--- src/rtl/sort_pkg.sv ---
package sort_pkg;

    typedef enum logic [3:0] {
        S_IDLE,
        S_FETCH_A,
        S_FETCH_B,
        S_CMP,
        S_WR_I,
        S_WR_J,
        S_RELOAD,
        S_NEXT,
        S_DONE
    } sort_state_t;

    typedef struct packed {
        logic ld_i;        // clear outer index
        logic inc_i;       // step outer index
        logic ld_j;        // inner index <= outer + 1
        logic inc_j;       // step inner index
        logic en_a;        // capture operand A
        logic en_b;        // capture operand B
        logic addr_sel_j;  // memory address from j (else i)
        logic wdat_sel_a;  // write data from A (else B)
        logic sort_we;     // internal memory write
        logic ext_sel;     // external port owns the memory
        logic load_ok;     // external writes permitted
    } sort_ctl_t;

endpackage

--- src/rtl/sort_store.sv ---
module sort_store #(
    parameter int W  = 8,
    parameter int AW = 2
) (
    input  logic          clk,
    input  logic          we,
    input  logic [AW-1:0] addr,
    input  logic [W-1:0]  wdata,
    output logic [W-1:0]  rdata
);
    localparam int DEPTH = 1 << AW;

    logic [W-1:0] mem [DEPTH];

    always_ff @(posedge clk) begin
        if (we) begin
            mem[addr] <= wdata;
        end
    end

    assign rdata = mem[addr];

endmodule

--- src/rtl/sort_path.sv ---
module sort_path
    import sort_pkg::*;
#(
    parameter int W  = 8,
    parameter int AW = 2
) (
    input  logic          clk,
    input  logic          rst_n,
    input  sort_ctl_t     ctl,
    input  logic [AW-1:0] ext_addr,
    input  logic [W-1:0]  ext_data,
    input  logic          ext_we,
    input  logic [W-1:0]  mem_rdata,
    output logic [AW-1:0] mem_addr,
    output logic [W-1:0]  mem_wdata,
    output logic          mem_we,
    output logic          a_gt_b,
    output logic          zi,
    output logic          zj
);
    localparam int K = 1 << AW;
    localparam logic [AW-1:0] I_LAST = AW'(K - 2);
    localparam logic [AW-1:0] J_LAST = AW'(K - 1);

    logic [AW-1:0] i_q, j_q;
    logic [W-1:0]  a_q, b_q;

    always_ff @(posedge clk or negedge rst_n) begin
        if (!rst_n) begin
            i_q <= '0;
            j_q <= '0;
            a_q <= '0;
            b_q <= '0;
        end else begin
            if (ctl.ld_i) begin
                i_q <= '0;
            end else if (ctl.inc_i) begin
                i_q <= i_q + 1'b1;
            end
            if (ctl.ld_j) begin
                j_q <= i_q + 1'b1;
            end else if (ctl.inc_j) begin
                j_q <= j_q + 1'b1;
            end
            if (ctl.en_a) begin
                a_q <= mem_rdata;
            end
            if (ctl.en_b) begin
                b_q <= mem_rdata;
            end
        end
    end

    always_comb begin
        if (ctl.ext_sel) begin
            mem_addr  = ext_addr;
            mem_wdata = ext_data;
        end else begin
            mem_addr  = ctl.addr_sel_j ? j_q : i_q;
            mem_wdata = ctl.wdat_sel_a ? a_q : b_q;
        end
    end

    assign mem_we = ctl.sort_we | (ctl.load_ok & ext_we);
    assign a_gt_b = a_q > b_q;
    assign zi     = (i_q == I_LAST);
    assign zj     = (j_q == J_LAST);

    // outer index stays inside its range
    a_r9_i_bound : assert property (@(posedge clk) disable iff (!rst_n)
        i_q <= I_LAST);

    // inner index is above outer index whenever B is fetched
    a_r9_j_above_i : assert property (@(posedge clk) disable iff (!rst_n)
        ctl.en_b |-> (j_q > i_q));

endmodule

--- src/rtl/sort_ctrl.sv ---
module sort_ctrl
    import sort_pkg::*;
(
    input  logic        clk,
    input  logic        rst_n,
    input  logic        run,
    input  logic        a_gt_b,
    input  logic        zi,
    input  logic        zj,
    output sort_state_t state,
    output sort_ctl_t   ctl,
    output logic        done
);
    sort_state_t nxt;

    always_ff @(posedge clk or negedge rst_n) begin
        if (!rst_n) begin
            state <= S_IDLE;
        end else begin
            state <= nxt;
        end
    end

    always_comb begin
        nxt  = state;
        ctl  = '0;
        done = 1'b0;
        unique case (state)
            S_IDLE: begin
                ctl.ld_i    = 1'b1;
                ctl.ext_sel = 1'b1;
                ctl.load_ok = 1'b1;
                if (run) nxt = S_FETCH_A;
            end
            S_FETCH_A: begin
                ctl.en_a = 1'b1;
                ctl.ld_j = 1'b1;
                nxt      = S_FETCH_B;
            end
            S_FETCH_B: begin
                ctl.addr_sel_j = 1'b1;
                ctl.en_b       = 1'b1;
                nxt            = S_CMP;
            end
            S_CMP: begin
                nxt = a_gt_b ? S_WR_I : S_NEXT;
            end
            S_WR_I: begin
                ctl.sort_we = 1'b1;
                nxt         = S_WR_J;
            end
            S_WR_J: begin
                ctl.sort_we    = 1'b1;
                ctl.addr_sel_j = 1'b1;
                ctl.wdat_sel_a = 1'b1;
                nxt            = S_RELOAD;
            end
            S_RELOAD: begin
                ctl.en_a = 1'b1;
                nxt      = S_NEXT;
            end
            S_NEXT: begin
                if (!zj) begin
                    ctl.inc_j = 1'b1;
                    nxt       = S_FETCH_B;
                end else if (!zi) begin
                    ctl.inc_i = 1'b1;
                    nxt       = S_FETCH_A;
                end else begin
                    nxt = S_DONE;
                end
            end
            S_DONE: begin
                done        = 1'b1;
                ctl.ext_sel = 1'b1;
                if (!run) nxt = S_IDLE;
            end
            default: nxt = S_IDLE;
        endcase
    end

    // finished state holds while run stays high
    a_r7_done_hold : assert property (@(posedge clk) disable iff (!rst_n)
        (state == S_DONE && run) |=> (state == S_DONE));

    // dropping run returns the engine to load mode
    a_r7_done_release : assert property (@(posedge clk) disable iff (!rst_n)
        (state == S_DONE && !run) |=> (state == S_IDLE));

    // a comparison is reached only from fetching B
    a_r10_cmp_after_fetch : assert property (@(posedge clk) disable iff (!rst_n)
        (state == S_CMP) |-> ($past(state) == S_FETCH_B));

endmodule

--- src/rtl/sort_engine.sv ---
module sort_engine
    import sort_pkg::*;
#(
    parameter int W  = 8,
    parameter int AW = 2
) (
    input  logic          clk,
    input  logic          rst_n,
    input  logic          run,
    input  logic          wr_en,
    input  logic          rd_en,
    input  logic [AW-1:0] addr,
    input  logic [W-1:0]  wr_data,
    output logic [W-1:0]  rd_data,
    output logic          done
);
    sort_state_t   state;
    sort_ctl_t     ctl;
    logic          a_gt_b, zi, zj;
    logic [AW-1:0] mem_addr;
    logic [W-1:0]  mem_wdata, mem_rdata;
    logic          mem_we;

    sort_ctrl u_ctrl (
        .clk    (clk),
        .rst_n  (rst_n),
        .run    (run),
        .a_gt_b (a_gt_b),
        .zi     (zi),
        .zj     (zj),
        .state  (state),
        .ctl    (ctl),
        .done   (done)
    );

    sort_path #(.W(W), .AW(AW)) u_path (
        .clk       (clk),
        .rst_n     (rst_n),
        .ctl       (ctl),
        .ext_addr  (addr),
        .ext_data  (wr_data),
        .ext_we    (wr_en),
        .mem_rdata (mem_rdata),
        .mem_addr  (mem_addr),
        .mem_wdata (mem_wdata),
        .mem_we    (mem_we),
        .a_gt_b    (a_gt_b),
        .zi        (zi),
        .zj        (zj)
    );

    sort_store #(.W(W), .AW(AW)) u_store (
        .clk   (clk),
        .we    (mem_we),
        .addr  (mem_addr),
        .wdata (mem_wdata),
        .rdata (mem_rdata)
    );

    assign rd_data = (rd_en && ctl.ext_sel) ? mem_rdata : '0;

    // after compare or reload, A never exceeds B
    a_r10_min_held : assert property (@(posedge clk) disable iff (!rst_n)
        (state == S_NEXT) |-> !a_gt_b);

    // no write reaches memory while sorting except swap cycles
    a_r8_busy_no_ext : assert property (@(posedge clk) disable iff (!rst_n)
        (mem_we && state != S_IDLE) |-> (state == S_WR_I || state == S_WR_J));

endmodule

--- config.mk ---
export PLATFORM = sky130hd
export DESIGN_NAME = sort_engine
export DESIGN_NICKNAME = d
export VERILOG_FILES = /design/src/rtl/sort_pkg.sv /design/src/rtl/sort_store.sv /design/src/rtl/sort_path.sv /design/src/rtl/sort_ctrl.sv /design/src/rtl/sort_engine.sv
export SDC_FILE = /design/constraint.sdc
export NUM_CORES = 1
export LEC_CHECK = 0
export ABC_AREA = 1
export BUFFER_PORTS_ARGS = -buffer_cell sky130_fd_sc_hd__clkbuf_2
export CAP_MARGIN = 20
export CORE_MARGIN = 2
export CORE_UTILIZATION = 50
export DETAILED_ROUTE_END_ITERATION = 8
export GPL_ROUTABILITY_DRIVEN = 0
export PLACE_DENSITY = 0.66
export SYNTH_ARGS = -nofsm -noshare
export SYNTH_HDL_FRONTEND = slang
export SYNTH_HIERARCHICAL = 1
export SYNTH_SLANG_ARGS = --single-unit
--- constraint.sdc ---
create_clock -name clk -period 2.9 [get_ports clk]
set_input_delay 0.145 -clock clk [delete_from_list [all_inputs] [get_ports clk]]
set_output_delay 0.145 -clock clk [all_outputs]
set_load 0.03 [all_outputs]
After elaboration in Yosys (flattened, before gate mapping)
Memories as Yosys holds them, arrays and structs flattened.
Index checks and enable logic that the tools add are counted.
- flip-flop bits (word level): 24
- logic and storage cells: 63
- output and inout bits: 9
- input port bits: 15
- latch bits: 0
- bits in writable memories: 32
- memories: 1
- ROM bits: 0
- multiplexer cells: 31
- reduce and logical (&&, ||, !) cells: 9
- shifts and indexed selects: 0
- div/mod/pow operators: 0
- $lt $le $gt $ge: 1
- equality and inequality tests: 12
- bitwise logic cells: 2
- add/subtract/negate cells: 2
- multiply operators: 0
- memory list (memory ; depth ; bits a word ; rd ports ; clocked after memory_dff ; wr ports ; line ; source):
    u_store.mem ; 4 ; 8 ; 1 ; 0 ; 1 ; sort_store.sv:13 ; logic [W-1:0] mem [DEPTH];
- operator list (kind ; count):
    4-bit case mux with 9 select lines ; 1
    8-bit 2-to-1 mux ; 3
    4-bit by 3-bit == test with 1-bit output, second input constant ; 4
    1-bit 2-to-1 mux ; 16
    4-bit 2-to-1 mux ; 4
    2-bit 2-to-1 mux ; 7
    4-bit by 2-bit == test with 1-bit output, second input constant ; 2
    8-bit > comparator ; 1
    2-bit OR reduction ; 4
    2-bit by 1-bit adder with 2-bit output, second input constant ; 2
    2-bit == test, second input constant ; 2
    4-bit by 1-bit == test with 1-bit output, second input constant ; 1
    4-bit == test, second input constant ; 1
    4-bit logical NOT ; 1
    2-bit != test, second input constant ; 2
    2-bit nonzero test ; 2
    2-bit AND reduction ; 1
    1-bit bitwise AND ; 1
    1-bit logical AND ; 1
    1-bit bitwise OR ; 1

Logic depth before layout (Yosys ltp)
Gate-level depths: netlist of the first run.
An unclocked memory read counts as a cell.
- depth after elaboration: 7
- mapped depth: 16

Modules after synthesis
The synthesis of the first run kept the hierarchy.
- by module, submodules not included (module ; cells an instance ; sequential area each (µm²) ; instances ; area each (µm²)):
    sort_store ; 115 ; 960.9 ; 1 ; 1346.3
    sort_path ; 155 ; 500.5 ; 1 ; 1270.0
    sort_ctrl ; 56 ; 100.1 ; 1 ; 354.1
    sort_engine ; 17 ; 0.0 ; 1 ; 66.3

Least setup slack after synthesis of the first run
OpenSTA, ideal clock, no wires.
- path kind: reg2reg
- from: reg u_ctrl.state[1]
- to: mem u_store.mem[2][0] (enable)
- arrival: 2057 ps
- required time: 2517 ps
- slack: 460 ps
- stages on the path, launching flop included: 10
- library setup time: 383 ps
- buffers on the path: 3
- clock period less this slack: 2440 ps
- cell sequence: dfrtp_1 -> inv_2 -> nand2_2 -> nor2_2 -> buf_4 -> inv_2 -> o21a_1 -> buf_6 -> buf_6 -> nor3_1
- RTL lines (element ; line ; source):
    from (decl) ; sort_ctrl.sv:10 ; output sort_state_t state,
    from (signal assigned) ; sort_ctrl.sv:20 ; state <= nxt;
    to (decl) ; sort_store.sv:13 ;

==> impl_metrics.ini, run 1 <==
[status]
outcome = complete, no violations

[route]
met3_length_um = 214
m1WireLength_um = 2960
avgViaCountPerCell = 5.00
top_layer_used = met4
wl_per_cell_um = 13.6
dr_wl_met2_um = 2910
ant_nets = 0
drt-pass1-iter-count = 4
wl_um = 6110
vias = 2247
drc = 0
first_iter_violations = 131

[job]
maxCapViolations = 0

[finish]
drive_above_1_share_pct = 24.3
layout_common_cells = 120 x nand2_1, 38 x inv_1, 32 x edfxtp_1
layout_commonest_cell = nand2_1
fin_nets = 398
antennaDiodeCount = 0
area.growth.synth_to_final_pct = 9.60
final_core_util_pct = 56.5

[global_route]
overflow = 0
grt_max_degree = 25
first_global_vias = 2107
grt_usage_pct = 20.4
grt_pass1_wl_um = 10100
antenna_found_initial = 0

[cts]
clock_path_buffers = 2
cts_tree = yes
insertion_delay_ns = 0.31
cts.sinks = 56
numCtsBuffers = 5
clk_pin_slew_ns = 0.10
cts.htree.levels = 2
root_buffer = clkbuf_8
cts_setup_buffers = 0

[floorplan]
core_sq_um = 5890
start_util_pct = 51.6
placementRows = 28
io-pin-count = 24
die-area_sq_um = 6710
die_w_um = 81.9
die_h_um = 81.9

[timing]
tns_ns = 0
max_freq_mhz = 375
rsz0062_at_grt = true
hold_viol = 0
skew_ns = 0.00466
slew_headroom_pct = 57.6
finalMaxSlewViolations = 0
setup_viol = 0
worst_slew_pin_slew_ns = 0.636
fin_crit_ns = 2.67
fin_crit_sh_pct = 92.0

[synthesis]
yosysTopAreaCell = edfxtp_1
post-synth-top-area-fraction_pct = 31.6
ys_warn_count = 6
synthTopCellsByArea = edfxtp_1 32%, dfrtp_1 20%, nand2_1 15%
synth_seq_cells = 56
syn_area_per_cell_sq_um = 8.85
netlist_instances = 343
syn-cell-area_sq_um = 3040
syn_nets = 368
synth.distinct_cells = 34
ys_seq_area_share_pct = 51.4

[critical_path]
start_kind = flip-flop
reg2reg_from = u_ctrl/state[3]$_DFFE_PN0P_
crit_type = reg -> out
path_max_fanout = 19
cp-end-kind = primary output
cp.arrival_ns = 2.52
crit_start = u_ctrl/state[3]$_DFFE_PN0P_
worstPathRequired_ns = 2.76

[power]
cellPowerDensity_nw_per_um2 = 1290
power.leakage_nw = 1.56
combPwrFrac_pct = 57.0
p_sw_share_pct = 48.2
peakVddDrop_mv = 0.612
p_switching_mw = 2.07
p_int_mw = 2.23
share_seq_of_total_power_pct = 33.1
pwr-share-clk_pct = 9.9

[place]
port_buffers = 23
dp_hpwl_um = 4530

[min_path]
hp-start = run
min_path_type = in -> reg
[routing by layer]
| metal | track usage [%] | vias to the layer above |
|---|---|---|
| met5 | 0 | - |
| met4 | 4.50 | 0 |
| met3 | 3.96 | 2 |
| met2 | 33.5 | 56 |
| met1 | 28.0 | 1037 |
| li1 | - | 1152 |
[per-stage QoR]
step | std cells | setup slack, ns | cell area (sq um) | hold WS [ns] | power (mW)
floorplan | 343 | 0.460 | 3040 | -0.151 | 3.38
detailed placement | 440 | 0.392 | 3220 | 0.193 | 3.90
CTS | 449 | 0.134 | 3320 | 0.0966 | 4.34
global route | 449 | -0.0124 | 3330 | 0.106 | 4.72
global placement | 440 | 0.470 | 3220 | 0.195 | 3.86
finish | 449 | 0.231 | 3330 | 0.0966 | 4.30
[logic make-up (layout without fill, tap and decap cells)]
| family | Yosys count | in the layout | synth area share [%] |
|---|---|---|---|
| buffers and inverters | 58 | 89 | 9.15 |
| AO/OA/AOI/OAI | 45 | 45 | 9.97 |
| flip-flops | 56 | 56 | 51.4 |
| adder cells (fa/ha/maj) | 10 | 10 | 4.12 |
| multiplexers | 1 | 1 | 0.371 |
| XOR/XNOR | 2 | 2 | 0.577 |
| AND/OR/NAND/NOR | 171 | 171 | 24.4 |
[worst max-delay path: stages, from the launching register on]
cell	delay [ns]
dfrtp_1	0.47
nor2_4	0.19
inv_2	0.08
o21ai_2	0.21
o211ai_1	0.12
o21a_1	0.11
buf_4	0.21
inv_8	0.15
nand2_1	0.06
nand2_1	0.06
nand2_1	0.04
nand2_1	0.14
inv_1	0.06
nor2_1	0.10
clkbuf_2	0.21
[power groups by stage]
stage / clock network, mW / registers [mW] / logic (mW)
2_1_floorplan: 0 / 1.41 / 1.97
3_5_place_dp: 0 / 1.44 / 2.46
4_1_cts: 0.442 / 1.43 / 2.47
5_1_grt: 0.471 / 1.45 / 2.80
6_report: 0.426 / 1.42 / 2.45
3_3_place_gp: 0 / 1.44 / 2.42
[registers in the layout, summed over array words and instances (netlist names)]
register      flops
u_ctrl/state      4
u_path/a_q        8
u_path/b_q        8
u_path/i_q        2
u_path/j_q        2
u_store/mem      32
[what timing repair did]
item,4_1_cts,5_1_grt
setup endpoints to repair,0,8
resized for setup,0,4
hold endpoints to repair,24,0
hold buffers,1,0
[cell usage after synthesis, drive strengths merged]
cell type    n
a211oi       1
a21o         2
a21oi        4
a22oi        1
buf          9
clkbuf       1
clkinv       1
dfrtp       24
edfxtp      32
ha          10
inv         47
mux2         1
nand2      133
nand3        6
nand4        1
nor2        25
nor3         5
o211ai       2
o21a         1
o21ai       34
or2          1
xnor2        2
[area by class of cell]
class	count	area, sq um
fill	539	2560
tap	75	93.8
sequential	56	1560
timing repair buffer	33	195
clock buffer	6	72.6
multi-input combinational	229	1200
inverter	48	188
clock inverter	2	16.3
[path summary, 6_finish.rpt]
path	slack [ns]	depth (start not counted)	endpoint
min in group asynchronous	0.38	2	u_path/a_q[7]$_DFFE_PN0P_
setup reg to reg	0.45	10	u_store/mem[3][2]$_DFFE_PP_
setup / recovery	0.23	14	rd_data[4]
hold reg to reg	0.56	2	u_path/a_q[0]$_DFFE_PN0P_
hold / removal	0.1	3	u_ctrl/state[3]$_DFFE_PN0P_
max in group asynchronous	2.10	2	u_path/a_q[2]$_DFFE_PN0P_
No activity file was read; power rests on OpenSTA's default activity.
==> run 2, diff against run 1 <==
Settings changed: CORE_UTILIZATION 50 to 30, PLACE_DENSITY 0.66 to 0.44.
==> run 2 against run 1 <==
Effect of this change:
- utilization decreased by 22 points
- via count decreased by 1.4%
- sequential share of layout area shrank 1.3 points
- hold slack worse by 0.017 ns
- wire length rose by 9.7%
==> impl_metrics.ini, run 2 (same netlist as run 1, synthesis figures left out) <==
[status]
outcome = complete, no violations

[timing]
worst_slew_pin_slew_ns = 0.680
skew_ns = 0.0120
setup_viol = 0
fin_crit_ns = 2.67
max_freq_mhz = 375
fin_crit_sh_pct = 91.9
hold_viol = 0
slew_headroom_pct = 54.7
finalMaxSlewViolations = 0

[cts]
numCtsBuffers = 5
root_buffer = clkbuf_8
cts_tree = yes
clock_path_buffers = 2
insertion_delay_ns = 0.32
clk_pin_slew_ns = 0.10
cts.htree.levels = 2
cts.sinks = 56

[critical_path]
crit_buf_inv = 5
max_stage_delay_ns = 0.47
path_max_fanout = 19
cp-end-kind = primary output
start_kind = flip-flop
crit_chain = nor2_4 > inv_2 > o21ai_2 > o211ai_1 > o21a_1 > buf_6 > inv_8 > nand2_1 > nand2_1 > nand2_1 > nand2_1 > inv_1 > nor2_1 > clkbuf_4
cp_slowest_cell = dfrtp_2
cp.arrival_ns = 2.52
worstPathRequired_ns = 2.76
path_delay_family = buffers and inverters
cpMostUsedCell = nand2_1
crit_type = reg -> out

[finish]
fin_area_sq_um = 3430
largest_reg_flops = 32
layout_common_cells = 120 x nand2_1, 38 x inv_1, 32 x edfxtp_1
drive_above_1_share_pct = 25.6
fin_nets = 399
layout_commonest_cell = nand2_1
largest_register = u_store/mem
stdcell_count = 508
area.growth.synth_to_final_pct = 12.9
largest_registers = u_store/mem: 32 flops, u_path/a_q: 8 flops, u_path/b_q: 8 flops
fill_cells = 1095
antennaDiodeCount = 0

[power]
cellPowerDensity_nw_per_um2 = 1270
p_switching_mw = 2.10
combPwrFrac_pct = 56.8
peakVddDrop_mv = 0.495
share_seq_of_total_power_pct = 32.7
p_sw_share_pct = 48.3
p_int_mw = 2.25
power.leakage_nw = 1.57
pwr-share-clk_pct = 10.5

[global_route]
overflow = 0
grt_usage_pct = 12.6
grt_pass1_wl_um = 10900
grt_max_degree = 25
first_global_vias = 2101
antenna_found_initial = 0

[place]
port_buffers = 23
placed_cells = 497
dp_hpwl_um = 5010
place_area_sq_um = 3290

[route]
vias = 2215
drc = 0
wl_per_cell_um = 13.2
ant_nets = 0
wl_um = 6700
drt-pass1-iter-count = 4
first_iter_violations = 65
avgViaCountPerCell = 4.36

[floorplan]
core_sq_um = 9820
io-pin-count = 24
start_util_pct = 30.9
die-area_sq_um = 10900
die_h_um = 105
die_w_um = 105
placementRows = 36

[job]
maxCapViolations = 0

[min_path]
min_path_type = in -> reg
-- run 2: what timing repair did --
item                                    4_1_cts  5_1_grt
hold endpoints to repair                     24        0
hold buffers                                  1        0
setup buffers                                 0        2
endpoints found under the setup margin        0        8
gates resized for setup                       0        9
-- run 2: metrics by stage --
| step | hold WS (ns) | setup TNS (ns) | setup WS (ns) | power, mW | utilization (%) |
|---|---|---|---|---|---|
| floorplan | -0.151 | 0 | 0.460 | 3.38 | - |
| detailed placement | 0.217 | 0 | 0.396 | 3.93 | 33.5 |
| finish | 0.0801 | 0 | 0.234 | 4.36 | 34.9 |
| global placement | 0.221 | 0 | 0.415 | 3.94 | 33.5 |
| CTS | 0.0746 | 0 | 0.0650 | 4.41 | 34.6 |
| global route | 0.0819 | -0.0272 | -0.0272 | 4.82 | 34.9 |
-- run 2: power groups by stage --
stage               sequential [mW]  clock [mW]  combinational [mW]
floorplan                      1.41           0                1.97
global placement               1.44           0                2.50
detailed placement             1.44           0                2.49
CTS                            1.43       0.478                2.50
global route                   1.46       0.505                2.86
finish                         1.43       0.457                2.47
-- run 2: layer usage --
metal	track usage, %	part of all wire (%)	wire [um]
met5	0	0	0
met2	19.4	44	2950
met1	18.6	53	3530
met3	2.00	2.6	174
met4	3.14	0.58	39
-- run 2: worst reg2reg max path: stages, from the launching register on --
cell	delay [ns]
dfrtp_2	0.47
nor2_4	0.16
inv_2	0.07
o21ai_2	0.19
nand2_1	0.08
o211ai_1	0.08
o21a_1	0.17
buf_6	0.20
inv_8	0.10
nor3_2	0.33
buf_4	0.22
-- run 2: cell type report --
type / instances / area (sq um) / share of cell area (%)
Tap cell: 133 / 166 / 4.85
Clock buffer: 5 / 68.8 / 2.01
Sequential cell: 56 / 1560 / 45.6
Multi-Input combinational cell: 229 / 1210 / 35.3
Timing Repair Buffer: 34 / 206 / 6.02
Clock inverter: 3 / 26.3 / 0.766
Inverter: 48 / 188 / 5.47
-- run 2: final timing paths --
check	cells past startpoint	from	slack [ns]	end
min reg2reg	2	u_path/a_q[0]$_DFFE_PN0P_	0.56	u_path/a_q[0]$_DFFE_PN0P_
max in group asynchronous	2	rst_n	2.01	u_ctrl/state[3]$_DFFE_PN0P_
max reg2reg	10	u_ctrl/state[3]$_DFFE_PN0P_	0.57	u_store/mem[3][7]$_DFFE_PP_
min in group asynchronous	2	rst_n	0.40	u_path/a_q[6]$_DFFE_PN0P_
min	3	run	0.08	u_ctrl/state[3]$_DFFE_PN0P_
max	14	u_ctrl/state[3]$_DFFE_PN0P_	0.23	rd_data[4]
==> run 3, diff against run 2 <==
Settings changed: PLACE_DENSITY 0.44 to 0.47.
==> run 3 against run 2 <==
Effect of this change:
- sequential share of layout area fell by 0.32 points
- die area did not move
- setup slack got worse by 0.044 ns
- largest cell class unchanged
==> impl_metrics.ini, run 3 (same netlist as run 1, synthesis figures left out) <==
[critical_path]
reg2reg_depth = 14
cp_slowest_cell = dfrtp_1
worstPathRequired_ns = 2.76
cp.arrival_ns = 2.56
crit_start = u_ctrl/state[2]$_DFFE_PN0P_
cpMostUsedCell = nand2_1
path_max_fanout = 19
start_kind = flip-flop
cp-end-kind = primary output
crit_type = reg -> out
reg2reg_from = u_ctrl/state[2]$_DFFE_PN0P_
timing.rr.end = u_path/b_q[0]$_DFFE_PN0P_
ff2ff_setup_slack_ns = 0.63
max_stage_delay_ns = 0.45
crit_chain = inv_2 > nor2_4 > inv_2 > o21ai_2 > o211ai_1 > o21a_1 > buf_4 > inv_8 > nand2_2 > nand2_1 > nand2_1 > nand2_1 > inv_1 > nor2_1 > clkbuf_2

[finish]
fin_area_sq_um = 3450
multiInputGateArea_sq_um = 1200
largest_register = u_store/mem
regArea_sq_um = 1560
area.growth.synth_to_final_pct = 13.6
layout_common_cells = 120 x nand2_1, 38 x inv_1, 32 x edfxtp_1
layout_commonest_cell = nand2_1
drive_above_1_share_pct = 25.5
final_core_util_pct = 35.1
largest_reg_flops = 32
antennaDiodeCount = 0
largest_registers = u_store/mem: 32 flops, u_path/a_q: 8 flops, u_path/b_q: 8 flops
fin_nets = 401
fill_cells = 1090

[power]
pwr-share-clk_pct = 11.8
share_seq_of_total_power_pct = 31.9
peakVddDrop_mv = 0.460
p_sw_share_pct = 47.7
p_int_mw = 2.34
cellPowerDensity_nw_per_um2 = 1290
combPwrFrac_pct = 56.3
power.leakage_nw = 1.59
p_switching_mw = 2.13
power_mw = 4.47

[route]
wl_um = 6700
drc = 0
wl_per_cell_um = 13.1
ant_nets = 0
first_iter_violations = 61
vias = 2205
avgViaCountPerCell = 4.32
drt-pass1-iter-count = 4

[timing]
setup_viol = 0
fin_crit_sh_pct = 93.4
max_freq_mhz = 369
tns_ns = 0
hold_viol = 0
rsz0062_at_grt = false
fin_crit_ns = 2.71
finalMaxSlewViolations = 0
slew_headroom_pct = 57.9
worst_slew_pin_slew_ns = 0.632
skew_ns = 0.00623

[cts]
clock_path_buffers = 2
cts.htree.levels = 2
clk_pin_slew_ns = 0.10
insertion_delay_ns = 0.31
root_buffer = clkbuf_8
cts.sinks = 56
numCtsBuffers = 5
cts_tree = yes

[global_route]
grt_usage_pct = 13.2
overflow = 0
first_global_vias = 2207
antenna_found_initial = 0
grt_max_degree = 25
grt_pass1_wl_um = 11300

[floorplan]
core_sq_um = 9820
die-area_sq_um = 10900
die_h_um = 105
die_w_um = 105
placementRows = 36
start_util_pct = 30.9
io-pin-count = 24

[place]
dp_hpwl_um = 5010
port_buffers = 23
place_area_sq_um = 3310

[min_path]
min_path_cells = 3
min_path_type = in -> reg
hp-start = run
hold_path_end = u_ctrl/state[3]$_DFFE_PN0P_

[status]
outcome = complete, no violations

[job]
maxCapViolations = 0
==> run 3: worst max path at each step <==
stage / endpoint / slack, ns / cells after the start
CTS: rd_data[2] / 0.07 / 14
detailed placement: rd_data[2] / 0.44 / 14
floorplan: u_store/mem[2][0]$_DFFE_PP_ / 0.46 / 9
global route: rd_data[6] / 0.005 / 15
global placement: rd_data[0] / 0.50 / 14
finish: rd_data[2] / 0.19 / 15
==> run 3: critical path, delay by kind of cell, from the launching register on <==
kind	cells	cell delay [ns]
buf+inv	6	0.77
simple gates	6	0.56
flops	1	0.45
compound gates	3	0.45
==> run 3: metrics by stage <==
step           hold slack [ns]  worst slack (ns)  instances
3_3_place_gp             0.205             0.500        500
6_report                0.0748             0.190        510
5_1_grt                 0.0793           0.00464        510
2_1_floorplan           -0.151             0.460        343
3_5_place_dp             0.206             0.443        500
4_1_cts                 0.0660            0.0697        509
==> run 3: power groups by stage <==
stage | Sequential [mW] | Combinational (mW) | Clock [mW]
final | 1.42 | 2.52 | 0.526
after global routing | 1.46 | 2.87 | 0.586
after CTS | 1.43 | 2.53 | 0.551
after detailed placement | 1.45 | 2.52 | 0
after global placement | 1.44 | 2.50 | 0
after floorplan | 1.41 | 1.97 | 0
==> run 3: what timing repair did <==
action | 4_1_cts | 5_1_grt
setup buffers | 0 | 1
endpoints found under the hold margin | 24 | 0
endpoints found under the setup margin | 0 | 8
hold buffers | 1 | 0
resized for setup | 0 | 3
==> run 3: routing by layer <==
metal | global-route usage, % | routed length [um]
met4 | 3.43 | 38
met5 | 0 | 0
met1 | 18.7 | 3450
met2 | 20.5 | 3020
met3 | 2.62 | 191
==> run 3: final cells by class <==
class / count / share of cell area (%)
repair buffers: 36 / 6.24
clock buffers: 5 / 1.99
clock inverters: 3 / 1.38
multi-input cells: 229 / 34.8
inverters: 48 / 5.44
flip-flops and latches: 56 / 45.3
well taps: 133 / 4.82
